File: src/rtl/atr_gpio_pkg.sv
package atr_gpio_pkg;

    typedef enum logic [1:0] {
        RS_IDLE   = 2'd0,
        RS_TXONLY = 2'd1,
        RS_RXONLY = 2'd2,
        RS_DUPLEX = 2'd3
    } radio_state_t;

    localparam logic [1:0] SRC_SOFT = 2'd0;
    localparam logic [1:0] SRC_AUTO = 2'd1;

    localparam int NUM_BANKS  = 2;
    localparam int NUM_STATES = 4;

endpackage

File: src/rtl/atr_state_fsm.sv
module atr_state_fsm
    import atr_gpio_pkg::*;
(
    input  logic         clk,
    input  logic         rst_n,
    input  logic         tx_active_i,
    input  logic         rx_active_i,
    output radio_state_t state_o,
    output logic [1:0]   pat_idx_o
);

    radio_state_t state_d;
    radio_state_t state_q;

    // Next state: every state may move to any other on one edge.
    always_comb begin
        unique case ({tx_active_i, rx_active_i})
            2'b00:   state_d = RS_IDLE;    // go-idle
            2'b10:   state_d = RS_TXONLY;  // go-tx
            2'b01:   state_d = RS_RXONLY;  // go-rx
            default: state_d = RS_DUPLEX;  // go-duplex
        endcase
    end

    always_ff @(posedge clk or negedge rst_n) begin
        if (!rst_n) state_q <= RS_IDLE;
        else        state_q <= state_d;
    end

    // Output: pattern slot chosen by the current state.
    always_comb begin
        unique case (state_q)
            RS_IDLE:   pat_idx_o = 2'd0;
            RS_TXONLY: pat_idx_o = 2'd1;
            RS_RXONLY: pat_idx_o = 2'd2;
            RS_DUPLEX: pat_idx_o = 2'd3;
            default:   pat_idx_o = 2'd0;
        endcase
    end

    assign state_o = state_q;

endmodule

File: src/rtl/atr_in_sync.sv
module atr_in_sync #(
    parameter int W = 16
) (
    input  logic         clk,
    input  logic         rst_n,
    input  logic [W-1:0] d_i,
    output logic [W-1:0] q_o
);

    logic [W-1:0] stage1_q;
    logic [W-1:0] stage2_q;

    always_ff @(posedge clk or negedge rst_n) begin
        if (!rst_n) begin
            stage1_q <= '0;
            stage2_q <= '0;
        end else begin
            stage1_q <= d_i;
            stage2_q <= stage1_q;
        end
    end

    assign q_o = stage2_q;

endmodule

File: src/rtl/atr_pin_mux.sv
module atr_pin_mux
    import atr_gpio_pkg::*;
#(
    parameter int W = 16
) (
    input  logic [W-1:0]   io_i,
    input  logic [W-1:0]   ddr_i,
    input  logic [2*W-1:0] sel_i,
    input  logic [W-1:0]   dbg_i,
    input  logic [W-1:0]   pat_i,
    output logic [W-1:0]   out_o,
    output logic [W-1:0]   oe_o
);

    for (genvar i = 0; i < W; i++) begin : g_pin
        logic [1:0] code;
        logic       src;

        assign code = sel_i[2*i +: 2];

        always_comb begin
            unique case (code)
                SRC_SOFT: src = io_i[i];
                SRC_AUTO: src = pat_i[i];
                default:  src = dbg_i[i];
            endcase
        end

        assign out_o[i] = ddr_i[i] & src;
    end

    assign oe_o = ddr_i;

endmodule

File: src/rtl/atr_gpio_regs.sv
module atr_gpio_regs
    import atr_gpio_pkg::*;
#(
    parameter int DATA_W = 16,
    parameter int ADDR_W = 6
) (
    input  logic                                 clk,
    input  logic                                 rst_n,
    input  logic                                 we_i,
    input  logic [ADDR_W-1:0]                    addr_i,
    input  logic [DATA_W-1:0]                    wdata_i,
    output logic [DATA_W-1:0]                    rdata_o,
    input  logic [NUM_BANKS-1:0][DATA_W-1:0]     sync_i,
    output logic [NUM_BANKS-1:0][DATA_W-1:0]     io_o,
    output logic [NUM_BANKS-1:0][DATA_W-1:0]     ddr_o,
    output logic [NUM_BANKS-1:0][2*DATA_W-1:0]   sel_o,
    output logic [NUM_BANKS-1:0][DATA_W-1:0]     dbg_o,
    output logic [NUM_STATES-1:0][NUM_BANKS-1:0][DATA_W-1:0] pat_o
);

    localparam int REGION_BIT = ADDR_W - 1;

    logic       region;
    logic [3:0] idx;
    logic       bank;
    logic       unused_addr_bits;

    assign region = addr_i[REGION_BIT];
    assign idx    = addr_i[4:1];
    assign bank   = idx[0];
    assign unused_addr_bits = addr_i[0];

    always_ff @(posedge clk or negedge rst_n) begin
        if (!rst_n) begin
            io_o  <= '0;
            ddr_o <= '0;
            sel_o <= '0;
            dbg_o <= '0;
            pat_o <= '0;
        end else if (we_i) begin
            if (!region) begin
                if (!idx[3]) begin
                    case (idx[2:1])
                        2'd0:    io_o[bank]                <= wdata_i;
                        2'd1:    ddr_o[bank]               <= wdata_i;
                        2'd2:    sel_o[bank][DATA_W-1:0]   <= wdata_i;
                        default: dbg_o[bank]               <= wdata_i;
                    endcase
                end else if (idx[2:1] == 2'd0) begin
                    sel_o[bank][2*DATA_W-1:DATA_W] <= wdata_i;
                end
            end else if (!idx[3]) begin
                pat_o[idx[2:1]][bank] <= wdata_i;
            end
        end
    end

    always_comb begin
        rdata_o = '0;
        if (!region) begin
            if (!idx[3]) begin
                case (idx[2:1])
                    2'd0:    rdata_o = sync_i[bank];
                    2'd1:    rdata_o = ddr_o[bank];
                    2'd2:    rdata_o = sel_o[bank][DATA_W-1:0];
                    default: rdata_o = dbg_o[bank];
                endcase
            end else if (idx[2:1] == 2'd0) begin
                rdata_o = sel_o[bank][2*DATA_W-1:DATA_W];
            end
        end else if (!idx[3]) begin
            rdata_o = pat_o[idx[2:1]][bank];
        end
    end

endmodule

File: src/rtl/atr_gpio_ctrl.sv
module atr_gpio_ctrl
    import atr_gpio_pkg::*;
#(
    parameter int DATA_W = 16,
    parameter int ADDR_W = 6
) (
    input  logic              clk,
    input  logic              rst_n,
    input  logic              bus_we,
    input  logic [ADDR_W-1:0] bus_addr,
    input  logic [DATA_W-1:0] bus_wdata,
    output logic [DATA_W-1:0] bus_rdata,
    input  logic              tx_active,
    input  logic              rx_active,
    input  logic [DATA_W-1:0] rx_pin_in,
    input  logic [DATA_W-1:0] tx_pin_in,
    output logic [DATA_W-1:0] rx_pin_out,
    output logic [DATA_W-1:0] rx_pin_oe,
    output logic [DATA_W-1:0] tx_pin_out,
    output logic [DATA_W-1:0] tx_pin_oe
);

    radio_state_t state_q;
    logic [1:0]   pat_idx;

    logic [NUM_BANKS-1:0][DATA_W-1:0]   pin_in;
    logic [NUM_BANKS-1:0][DATA_W-1:0]   sync_q;
    logic [NUM_BANKS-1:0][DATA_W-1:0]   io_q;
    logic [NUM_BANKS-1:0][DATA_W-1:0]   ddr_q;
    logic [NUM_BANKS-1:0][2*DATA_W-1:0] sel_q;
    logic [NUM_BANKS-1:0][DATA_W-1:0]   dbg_q;
    logic [NUM_BANKS-1:0][DATA_W-1:0]   pin_out;
    logic [NUM_BANKS-1:0][DATA_W-1:0]   pin_oe;
    logic [NUM_STATES-1:0][NUM_BANKS-1:0][DATA_W-1:0] pat_q;

    assign pin_in[0] = rx_pin_in;
    assign pin_in[1] = tx_pin_in;

    atr_state_fsm u_fsm (
        .clk         (clk),
        .rst_n       (rst_n),
        .tx_active_i (tx_active),
        .rx_active_i (rx_active),
        .state_o     (state_q),
        .pat_idx_o   (pat_idx)
    );

    atr_gpio_regs #(.DATA_W(DATA_W), .ADDR_W(ADDR_W)) u_regs (
        .clk     (clk),
        .rst_n   (rst_n),
        .we_i    (bus_we),
        .addr_i  (bus_addr),
        .wdata_i (bus_wdata),
        .rdata_o (bus_rdata),
        .sync_i  (sync_q),
        .io_o    (io_q),
        .ddr_o   (ddr_q),
        .sel_o   (sel_q),
        .dbg_o   (dbg_q),
        .pat_o   (pat_q)
    );

    for (genvar b = 0; b < NUM_BANKS; b++) begin : g_bank
        atr_in_sync #(.W(DATA_W)) u_sync (
            .clk   (clk),
            .rst_n (rst_n),
            .d_i   (pin_in[b]),
            .q_o   (sync_q[b])
        );

        atr_pin_mux #(.W(DATA_W)) u_mux (
            .io_i  (io_q[b]),
            .ddr_i (ddr_q[b]),
            .sel_i (sel_q[b]),
            .dbg_i (dbg_q[b]),
            .pat_i (pat_q[pat_idx][b]),
            .out_o (pin_out[b]),
            .oe_o  (pin_oe[b])
        );
    end

    assign rx_pin_out = pin_out[0];
    assign rx_pin_oe  = pin_oe[0];
    assign tx_pin_out = pin_out[1];
    assign tx_pin_oe  = pin_oe[1];

endmodule

File: config.mk
export PLATFORM = sky130hd
export DESIGN_NAME = atr_gpio_ctrl
export DESIGN_NICKNAME = d
export VERILOG_FILES = /design/src/rtl/atr_gpio_pkg.sv /design/src/rtl/atr_state_fsm.sv /design/src/rtl/atr_in_sync.sv /design/src/rtl/atr_pin_mux.sv /design/src/rtl/atr_gpio_regs.sv /design/src/rtl/atr_gpio_ctrl.sv
export SDC_FILE = /design/constraint.sdc
export NUM_CORES = 1
export LEC_CHECK = 0
export BUFFER_PORTS_ARGS = -buffer_cell sky130_fd_sc_hd__buf_2
export CAP_MARGIN = 30
export CORE_MARGIN = 10
export CORE_UTILIZATION = 35
export CTS_CLUSTER_SIZE = 16
export DETAILED_ROUTE_END_ITERATION = 10
export PLACE_DENSITY = 0.56
export SLEW_MARGIN = 40
export SYNTH_ARGS = -nofsm -noshare
export SYNTH_HDL_FRONTEND = slang
export SYNTH_SLANG_ARGS = --single-unit
File: constraint.sdc
create_clock -name clk -period 4.1 [get_ports clk]
set_input_delay 0.615 -clock clk [delete_from_list [all_inputs] [get_ports clk]]
set_output_delay 0.615 -clock clk [all_outputs]
set_load 0.01 [all_outputs]
After elaboration in Yosys (flattened, before gate mapping)

Cells that the tools add are included.

Magnitude comparators: 5
Equality and inequality tests: 40
Mux-type cells: 70
Bitwise operators: 35
Reduce and logical (&&, ||, !) cells: 44

Operator list:

| cell                                                               | count |
|---|---|
| 2-to-1 mux 16 bit                                                  | 14 |
| 2-to-1 mux 32 bit                                                  | 6 |
| 2-to-1 mux 64 bit                                                  | 3 |
| binary-select mux 32 bit (select 2 bit)                            | 2 |
| bitwise mux 128 bit                                                | 1 |
| bitwise mux 64 bit                                                 | 2 |
| bitwise mux 32 bit                                                 | 3 |
| equality test 2 x 1 -> 1 bit (second input constant)               | 35 |
| logical NOT 2 bit                                                  | 35 |
| demux 32 bit (select 1 bit)                                        | 2 |
| demux 32 bit (select 2 bit)                                        | 1 |
| case mux 1 bit (2 select lines)                                    | 32 |
| case mux 16 bit (3 select lines)                                   | 1 |
| AND 1 bit                                                          | 32 |
| demux 16 bit (select 1 bit)                                        | 1 |
| AND reduction 4 bit                                                | 4 |
| equality test 2 bit (second input constant)                        | 4 |
| case mux 2 bit (4 select lines)                                    | 1 |
| less-than comparator 2 x 3 -> 1 bit (second input constant)        | 2 |
| case mux 2 bit (3 select lines)                                    | 1 |
| NOT 1 bit                                                          | 3 |
| AND reduction 3 bit                                                | 1 |
| OR reduction 3 bit                                                 | 1 |
| greater-or-equal comparator 2 x 1 -> 1 bit (second input constant) | 1 |
| 5 further kinds                                                    | 6 |

Register bits after elaboration: 354
Input bits: 59
Output and inout bits: 80

Depth between registers and ports, before layout

Gate-level depths: netlist (run 1).

Depth in word-level cells: 7
Depth in mapped cells: 8

By module

From an unflattened synthesis (run 1), not the netlist that was laid out.

Cell total of the unflattened synthesis: 1,124
Area total of the unflattened synthesis: 16,920.0 um^2

By module, submodules not included:

| module        | instances | cells an instance | area an instance (um^2) |
|---|---|---|---|
| atr_gpio_regs | 1         | 887               | 13,317.8 |
| atr_in_sync   | 2         | 32                | 800.8 |
| atr_pin_mux   | 2         | 64                | 560.5 |
| atr_gpio_ctrl | 1         | 39                | 814.5 |
| atr_state_fsm | 1         | 6                 | 65.1 |

Worst setup path after synthesis (run 1)

No wires, ideal clock.

Kind: in2out
From: input bus_addr[1]
To: output bus_rdata[13]
Arrival time: 2,064 ps
Data required time: 3,485 ps
Slack: 1,421 ps
Stages: 6
Path through: buf_2 -> buf_1 -> mux2_2 -> a221oi_1 -> o221ai_1 -> o2bb2ai_1

Longest elaborated chain between the ends: 5
Elaborated cells between the ends (all ways): 15
Those cells by class: mux (15)

Ends and longest elaborated chain:

| element                                                                       | line                                     | RTL |
|---|---|---|
| start, declared                                                               | atr_gpio_ctrl.sv:10                      | `input logic [ADDR_W-1:0] bus_addr,` |
| 2-to-1 mux 16 bit (implied by the code) (tied with other cells) (2 in series) | atr_gpio_regs.sv:66                      | `default: rdata_o = dbg_o[bank];` |
| case mux 16 bit (3 select lines) / 2-to-1 mux 16 bit (equally long branches)  | atr_gpio_regs.sv:62, atr_gpio_regs.sv:68 |  |
| 2-to-1 mux 16 bit                                                             | atr_gpio_regs.sv:61                      | `if (!idx[3]) begin` |
| 2-to-1 mux 16 bit *                                                           | atr_gpio_regs.sv:60                      | `if (!region) begin` |
| end, declared                                                                 | atr_gpio_ctrl.sv:12                      | `output logic [DATA_W-1:0] bus_rdata,` |

Every way passes the cells marked *; elsewhere a longest branch is shown, timed or not. The select of a mux whose other input is x is not followed.

Final worst setup path (run 1)

From: input bus_addr[1]
To: output bus_rdata[9]

The elaborated chain is that of the path after synthesis.

==> flow_summary.yaml, run 1 <==
die:
  dieHeight_um: 237
  io_pins: 139
  core_area_sq_um: 46600
  fp.dieArea_sq_um: 56100
  core.rowCount: 79
  die_x_um: 237
  initial_core_util: 0.354
final_layout:
  nets: 1341
  final_area_sq_um: 19200
  syn2layout_area_growth_pct: 16.7
  drive_gt1_frac: 0.507
  stdcell_count: 1915
worst_setup_path:
  cp-end-kind: "primary output"
  critPathMaxStageDelay_ns: 0.63
  crit_type: "primary input to primary output"
  crit_fanout: 60
  startpoint_type: "primary input"
  cpMaxStageDelayCell: "buf_4"
  worstReg2RegStart: "u_regs.ddr_o[9]"
  crit_top_cell: "buf_4"
  crit_cells: 7
  cp_cell_sequence: "buf_4 -> buf_4 -> mux2_2 -> o22ai_1 -> o21ai_0 -> o2bb2ai_1 -> buf_2"
  cp.arrival_ns: 2.82
  crit_family: "buffers and inverters"
  ff2ff_path_depth: 1
  cp.buffers_inverters: 3
  critPathRequiredTime_ns: 3.48
  startpoint: "bus_addr[1]"
global_route:
  grt_max_degree: 68
  top_usage_layer: "met2"
  grt_use_total: 0.178
  grt_pass1_wl_um: 75600
  antenna_found_initial: 3
  grt_pass1_vias: 11200
  grt_overflow: 0
  met2_usage: 0.288
  met1_usage: 0.241
  globalRouteMet3Util: 0.0370
yosys:
  yosys_warnings: 0
  seq_area_frac_synth: 0.538
  syn_inst: 1141
  synth.most_common_cell: "dfrtp_1"
  ys_ff_latch: 354
  syn_area_per_cell_sq_um: 14.4
  yosysTopAreaCellShare: 0.538
  synthDistinctLibCells: 33
  yosysTopAreaCell: "dfrtp_1"
  synth-edff-count: 0
  synthFlopType: "dfrtp_1"
  async_flop_share: 1.00
  ys_top_cells_by_count: "dfrtp_1 (354), mux2_2 (351), mux4_2 (64)"
  syn-cell-area_sq_um: 16500
  synth_area_leaders: "dfrtp_1 (54%), mux2_2 (24%), mux4_2 (8.7%)"
  syn_nets: 1200
routing:
  wl_per_cell_um: 26.4
  vias: 10500
  drc: 0
  wl_um: 50500
  first_pass_iters: 5
  antenna_left: 0
  drt_iter0_drc: 702
  via_per_inst: 5.47
status:
  status: "complete, no violations"
hold_path:
  holdCritPathClass: "primary input to async pin"
sta:
  fmax_mhz: 291
  drv_slew: 0
  relSlewSlack: 0.446
  setup_tns_ns: 0
  setup_slack_ns: 0.662
  fin_crit_ns: 3.44
  hold_violations: 0
  holdWs_ns: 0.0214
  skew_ns: 0.0127
  setup_viol: 0
  rsz0062_at_grt: "false"
  fin_crit_sh: 0.839
  worst_slew_pin_slew_ns: 0.830
power:
  p_per_area_nw_per_um2: 510
  ir_worst_vdd_mv: 0.342
  p_leak_nw: 8.65
clock_tree:
  cts-buffers-inserted: 38
  cts_buffer_depth: 3
  cts_setup_buffers: 0
  cts_sinks: 354
  cts-hold-fix-buffers: 0
  cts_tree: "done"
  clk_pin_slew_ns: 0.06
  h-tree-depth: 2
  clock_latency_ns: 0.53
  cts_resized: 0
  cts_root_buffer: "clkbuf_16"
placement:
  post-dp-hpwl_um: 34600
  place_inst: 1849
  dpl-instance-area_sq_um: 18000
  io_buffers: 137
  gp_congestion: 0.797
  pre_cts_slack_ns: 0.660
job:
  drv_cap: 0
where the power goes:
part,switching (mW),internal [mW]
Combinational,0.857,1.01
Clock,1.41,1.98
Sequential,0.462,4.08
Total,2.73,7.08
cell families after synthesis:
logic type,count (synthesis),share of synthesized area
buffers and inverters,112,0.0302
and+or+nand+nor,52,0.0174
DFF,354,0.538
AOI/OAI and AO/OA,159,0.0575
muxes,464,0.357
sequential cells by signal (all words and copies together), names as in the netlist:
signal                  flops
u_regs.pat_o              128
u_regs.dbg_o               32
g_bank.u_sync.stage1_q     32
u_regs.ddr_o               32
u_fsm.state_o               2
u_regs.io_o                32
u_regs.sel_o               64
g_bank.u_sync.q_o          32
path summary, 6_finish.rpt:
path,end,slack (ns)
worst min-delay path,u_regs.dbg_o[22],0.02
max in group asynchronous,u_regs.pat_o[77],2.86
worst max register to register,u_regs.ddr_o[9],3.17
worst max-delay path,bus_rdata[9],0.66
worst min register to register,g_bank[1].u_sync.q_o[0],0.34
min in group clk,g_bank[0].u_sync.stage1_q[5],0.18
per-stage QoR:
step | utilization | power, mW
floorplan | - | 5.70
global placement | 0.386 | 6.43
detailed placement | 0.387 | 6.49
CTS | 0.413 | 9.90
global route | 0.413 | 10.3
finish | 0.413 | 9.81
routing by layer:
metal  part of all wire  up-vias
met5                  0        -
met4              0.017        0
met3              0.055       53
met2               0.47      271
met1               0.45     5615
li1                   -     4539
layout make-up:
| type | instances | area (sq um) |
|---|---|---|
| timing repair buffer | 181 | 1140 |
| multi-input combinational | 675 | 7120 |
| clock inverter | 6 | 36.3 |
| inverter | 32 | 120 |
| tap | 607 | 759 |
| fill | 4323 | 27300 |
| sequential | 354 | 8860 |
| clock buffer | 59 | 1180 |
| antenna | 1 | 2.50 |
layout by cell type, fill, tap and decap left out, drive strengths merged:
cell type,netlist,routed
dfrtp,354,354
mux2,351,351
buf,43,181
mux4,64,64
clkbuf,37,59
a21oi,58,58
mux2i,49,49
o21ai,47,47
inv,32,33
nand2,27,27
a221oi,16,16
o2bb2ai,16,16
o22ai,15,15
nor2,7,7
a31oi,5,5
clkinv,0,5
nand2b,4,4
nor3,4,4
nor2b,3,3
nand3,3,3
or2,2,2
diode,0,1
a22oi,1,1
and2,1,1
o221ai,1,1
nand3b,1,1
Power figures use the tool's default switching activity.
==> run 2, diff against run 1 <==
- PLACE_DENSITY: 0.56 -> 0.58
- clock period: 4.1 -> 2.83 ns (I/O delays scaled with it)
==> run 2 against run 1 <==
Compared with the run above: worst hold slack got worse by 0.014 ns; largest power group unchanged; setup slack lost 0.65 ns; wire length up 0.91%; count of clock-buffer cells in the layout down 6; final cell count rose by 3.2%; critical path depth shrank 2.
==> flow_summary.yaml, run 2 (synthesis gave the netlist of run 1 again) <==
die:
  fp.dieArea_sq_um: 56100
  dieHeight_um: 237
  core.rowCount: 79
  core_area_sq_um: 46600
  die_x_um: 237
  io_pins: 139
  initial_core_util: 0.354
power:
  combPwrFrac: 0.192
  switching_share: 0.273
  ir_worst_vdd_mv: 0.571
  intPower_mw: 10.7
  p_leak_nw: 9.01
  p_per_area_nw_per_um2: 736
  power.share.clock: 0.361
  p_sw_mw: 4.04
  power.total_mw: 14.8
  seqPwrFrac: 0.447
worst_setup_path:
  crit_type: "flop to primary output"
  regToRegEndpoint: "u_regs.ddr_o[26]"
  critPathRequiredTime_ns: 2.41
  ff2ff_path_depth: 2
  startpoint_type: "flop"
  crit_fanout: 8
  cp.arrival_ns: 2.40
  cp-end-kind: "primary output"
  worstReg2RegStart: "u_regs.ddr_o[26]"
  rrSetupSlack_ns: 1.89
routing:
  drc: 0
  wl_per_cell_um: 25.8
  via_per_inst: 5.44
  drt_iter0_drc: 823
  first_pass_iters: 5
  wl_um: 50900
  vias: 10700
  antenna_left: 0
clock_tree:
  cts_sinks: 354
  cts_root_buffer: "clkbuf_16"
  cts_tree: "done"
  clk_pin_slew_ns: 0.06
  cts_buffer_depth: 3
  clock_latency_ns: 0.54
  h-tree-depth: 2
  cts_setup_buffers: 0
  cts-buffers-inserted: 39
sta:
  setup_slack_ns: 0.0104
  skew_ns: 0.00795
  fmax_mhz: 355
  fin_crit_ns: 2.82
  rsz0062_at_grt: "true"
  setup_tns_ns: 0
  hold_violations: 0
  setup_viol: 0
  worst_slew_pin_slew_ns: 0.910
  holdWs_ns: 0.00732
  drv_slew: 0
  fin_crit_sh: 0.996
  relSlewSlack: 0.390
job:
  drv_cap: 0
final_layout:
  largest_register_ffs: 128
  stdcell_count: 1977
  reg_top3: "u_regs.pat_o: 128 flops, u_regs.sel_o: 64 flops"
  drive_gt1_frac: 0.518
  nets: 1402
  final_cell_mix: "dfrtp_1 (353), mux2_2 (351), buf_2 (134), mux4_2 (64), buf_4 (54)"
  syn2layout_area_growth_pct: 21.8
  seq_area_sq_um: 8860
  num-fill-cells: 4238
  layout_commonest_cell: "dfrtp_1"
  multi_input_area_sq_um: 7200
  regMostFlops: "u_regs.pat_o"
global_route:
  antenna_found_initial: 3
  grt_use_total: 0.178
  grt_pass1_wl_um: 75400
  grt_max_degree: 81
  grt_pass1_vias: 11300
  grt_overflow: 0
hold_path:
  min_to: "u_fsm.state_o[1]"
  min_path_cells: 1
  hp-start: "rx_active"
  holdCritPathClass: "primary input to flop"
placement:
  post-dp-hpwl_um: 34800
  pre_cts_slack_ns: 0.0742
  gp_congestion: 0.810
  place_inst: 1873
  io_buffers: 137
status:
  status: "complete, no violations"
run 2: cell count changes in the layout (fill, tap and decap cells not counted), sizes merged:
cell	delta
dlygate4sd3	+34
clkbuf	-5
clkinv	+2
bufinv	+5
buf	+25
clkinvlp	+1
run 2: worst max-delay path by stage:
stage | endpoint | depth (start not counted) | start | slack, ns
floorplan | bus_rdata[13] | 6 | bus_addr[1] | 0.53
global placement | bus_rdata[0] | 7 | bus_addr[1] | 0.10
detailed placement | bus_rdata[0] | 7 | bus_addr[1] | 0.07
CTS | rx_pin_out[4] | 5 | u_fsm.state_o[0] | -0.01
global route | tx_pin_out[1] | 5 | u_fsm.state_o[0] | -0.03
finish | rx_pin_out[9] | 5 | u_fsm.state_o[0] | 0.01
run 2: routing by layer:
layer / routed length (um) / part of all wire / vias up / GRT usage
met5: 13 / 0.00026 / - / 0
li1: - / - / 4635 / -
met1: 22100 / 0.43 / 5746 / 0.234
met2: 24600 / 0.48 / 298 / 0.291
met4: 992 / 0.019 / 2 / 0.0467
met3: 3230 / 0.063 / 68 / 0.0408
run 2: repair_timing:
| item | in CTS | in global routing |
|---|---|---|
| gates resized for setup | 2 | 18 |
| endpoints found under the setup margin | 4 | 18 |
| endpoints found under the hold margin | 106 | 0 |
| hold buffers | 34 | 0 |
| pin swaps | 0 | 1 |
| cloned | 1 | 1 |
run 2: power groups by stage:
stage / combinational, mW / clock (mW) / sequential (mW)
2_1_floorplan: 1.80 / 0 / 6.45
3_3_place_gp: 2.72 / 0 / 6.62
3_5_place_dp: 2.76 / 0 / 6.66
4_1_cts: 2.83 / 5.44 / 6.58
5_1_grt: 3.06 / 5.66 / 6.70
6_report: 2.84 / 5.34 / 6.60
run 2: critical path, stage by stage (launching register included):
cell	delay (ns)
dfrtp_2	0.53
buf_12	0.19
mux4_2	0.51
mux2i_1	0.21
a21oi_1	0.20
buf_2	0.20
run 2: per-stage QoR:
step	util	instance area [sq um]
global placement	0.392	18300
global route	0.431	20100
detailed placement	0.392	18300
CTS	0.429	20000
finish	0.431	20100
floorplan	-	16500
run 2: final cells by class:
cell class	count	area share
clock inverters	14	0.0102
repair buffers	241	0.0895
inverters	32	0.00599
multi-input cells	675	0.359
well taps	607	0.0378
diodes	1	0.000125
flip-flops and latches	354	0.441
clock buffers	53	0.0564
==> run 3, diff against run 2 <==
- BUFFER_PORTS_ARGS: -buffer_cell sky130_fd_sc_hd__buf_2 -> -buffer_cell sky130_fd_sc_hd__clkbuf_2
==> run 3 against run 2 <==
Compared with the run above: final cell count grew 0.40%; global-route usage increased by 0.055 points; critical path depth unchanged; clock power decreased by 0.9%; fmax grew 1.9%; first-iteration DRC count is 6.8% higher.
==> flow_summary.yaml, run 3 (synthesis gave the netlist of run 1 again) <==
global_route:
  grt_pass1_wl_um: 76300
  grt_use_total: 0.179
  grt_pass1_vias: 11600
  grt_max_degree: 82
  antenna_found_initial: 2
  grt_overflow: 0
hold_path:
  holdCritPathClass: "primary input to flop"
worst_setup_path:
  crit_fanout: 16
  crit_type: "flop to primary output"
  startpoint_type: "flop"
  cp-end-kind: "primary output"
  critPathRequiredTime_ns: 2.41
  cpMaxStageDelayCell: "mux4_2"
  rrSetupSlack_ns: 1.91
  crit_family: "multiplexers"
  critPathMaxStageDelay_ns: 0.55
  cp.buffers_inverters: 2
  cp.arrival_ns: 2.34
  cp_cell_sequence: "bufbuf_16 -> mux4_2 -> mux2i_1 -> a21oi_1 -> clkbuf_2"
power:
  p_per_area_nw_per_um2: 732
  power.share.clock: 0.360
  seqPwrFrac: 0.448
  p_leak_nw: 9.03
  p_sw_mw: 4.01
  power.total_mw: 14.7
  switching_share: 0.273
  ir_worst_vdd_mv: 0.466
  combPwrFrac: 0.192
  intPower_mw: 10.7
routing:
  via_per_inst: 5.49
  drt_iter0_drc: 879
  drc: 0
  wl_per_cell_um: 25.6
  wl_um: 50700
  vias: 10900
  first_pass_iters: 5
  antenna_left: 0
sta:
  setup_viol: 0
  setup_tns_ns: 0
  fin_crit_sh: 0.977
  worst_slew_pin_slew_ns: 0.709
  hold_violations: 0
  holdWs_ns: 0.0198
  rsz0062_at_grt: "true"
  fmax_mhz: 362
  skew_ns: 0.00712
  fin_crit_ns: 2.77
  drv_slew: 0
  relSlewSlack: 0.527
final_layout:
  num-fill-cells: 4221
  layout_commonest_cell: "dfrtp_1"
  multi_input_area_sq_um: 7120
  syn2layout_area_growth_pct: 21.7
  largest_register_ffs: 128
  regMostFlops: "u_regs.pat_o"
  nets: 1408
  stdcell_count: 1985
  seq_area_sq_um: 8860
  reg_top3: "u_regs.pat_o: 128 flops, u_regs.sel_o: 64 flops"
  final_area_sq_um: 20100
  final_cell_mix: "dfrtp_1 (353), mux2_2 (351), clkbuf_2 (134), mux4_2 (64), buf_4 (61)"
  drive_gt1_frac: 0.510
clock_tree:
  cts_buffer_depth: 3
  cts-buffers-inserted: 38
  h-tree-depth: 2
  clock_latency_ns: 0.54
  clk_pin_slew_ns: 0.06
  cts_root_buffer: "clkbuf_16"
  cts_tree: "done"
  cts_sinks: 354
die:
  initial_core_util: 0.354
  io_pins: 139
  core_area_sq_um: 46600
  dieHeight_um: 237
  die_x_um: 237
  fp.dieArea_sq_um: 56100
  core.rowCount: 79
placement:
  dpl-instance-area_sq_um: 18400
  gp_congestion: 0.813
  io_buffers: 137
  post-dp-hpwl_um: 35000
  place_inst: 1882
job:
  drv_cap: 0
status:
  status: "complete, no violations"
-- run 3: cell count changes in the layout (fill, tap and decap cells not counted), sizes merged --
| cell | change |
|---|---|
| buf | -126 |
| dlygate4sd3 | -1 |
| clkbuf | +134 |
| bufbuf | +1 |
-- run 3: power groups by stage --
stage	logic (mW)	registers (mW)	clock network [mW]
floorplan	1.80	6.45	0
global placement	2.74	6.61	0
detailed placement	2.79	6.66	0
CTS	2.84	6.57	5.40
global route	3.04	6.68	5.59
finish	2.81	6.58	5.29
-- run 3: through the flow --
| step | util | setup WS (ns) |
|---|---|---|
| 5_1_grt | 0.431 | -0.0361 |
| 6_report | 0.431 | 0.0642 |
| 2_1_floorplan | - | 0.532 |
| 3_3_place_gp | 0.394 | 0.190 |
| 4_1_cts | 0.431 | 0.0152 |
| 3_5_place_dp | 0.394 | 0.193 |
-- run 3: what timing repair did --
action,4_1_cts,5_1_grt
gates resized for setup,0,0
hold endpoints to repair,106,0
pin swaps,0,0
setup buffers,0,0
hold buffers,33,0
setup endpoints to repair,1,5
cloned,1,0
-- run 3: path summary, 6_finish.rpt --
| path | endpoint | depth (start not counted) | start |
|---|---|---|---|
| max reg2reg | u_regs.ddr_o[9] | 1 | u_regs.ddr_o[9] |
| min in group asynchronous | u_regs.dbg_o[22] | 2 | rst_n |
| min reg2reg | g_bank[1].u_sync.q_o[1] | 0 | g_bank[1].u_sync.stage1_q[1] |
| max | rx_pin_out[8] | 5 | u_fsm.state_o[0] |
| max in group asynchronous | u_regs.pat_o[64] | 3 | rst_n |
| min | g_bank[1].u_sync.stage1_q[13] | 1 | tx_pin_in[13] |
-- run 3: final cells by class --
type	instances	share of cell area
Antenna cell	1	0.000125
Clock buffer	54	0.0560
Inverter	32	0.00599
Tap cell	607	0.0379
Timing Repair Buffer	248	0.0931
Clock inverter	14	0.0100
Sequential cell	354	0.442
Multi-Input combinational cell	675	0.355
-- run 3: routing by layer --
metal,global-route usage,vias up,routed length [um]
met4,0.0448,0,988
met5,0,-,0
met1,0.240,5857,22300
met2,0.289,304,24500
met3,0.0361,66,2980
li1,-,4676,-
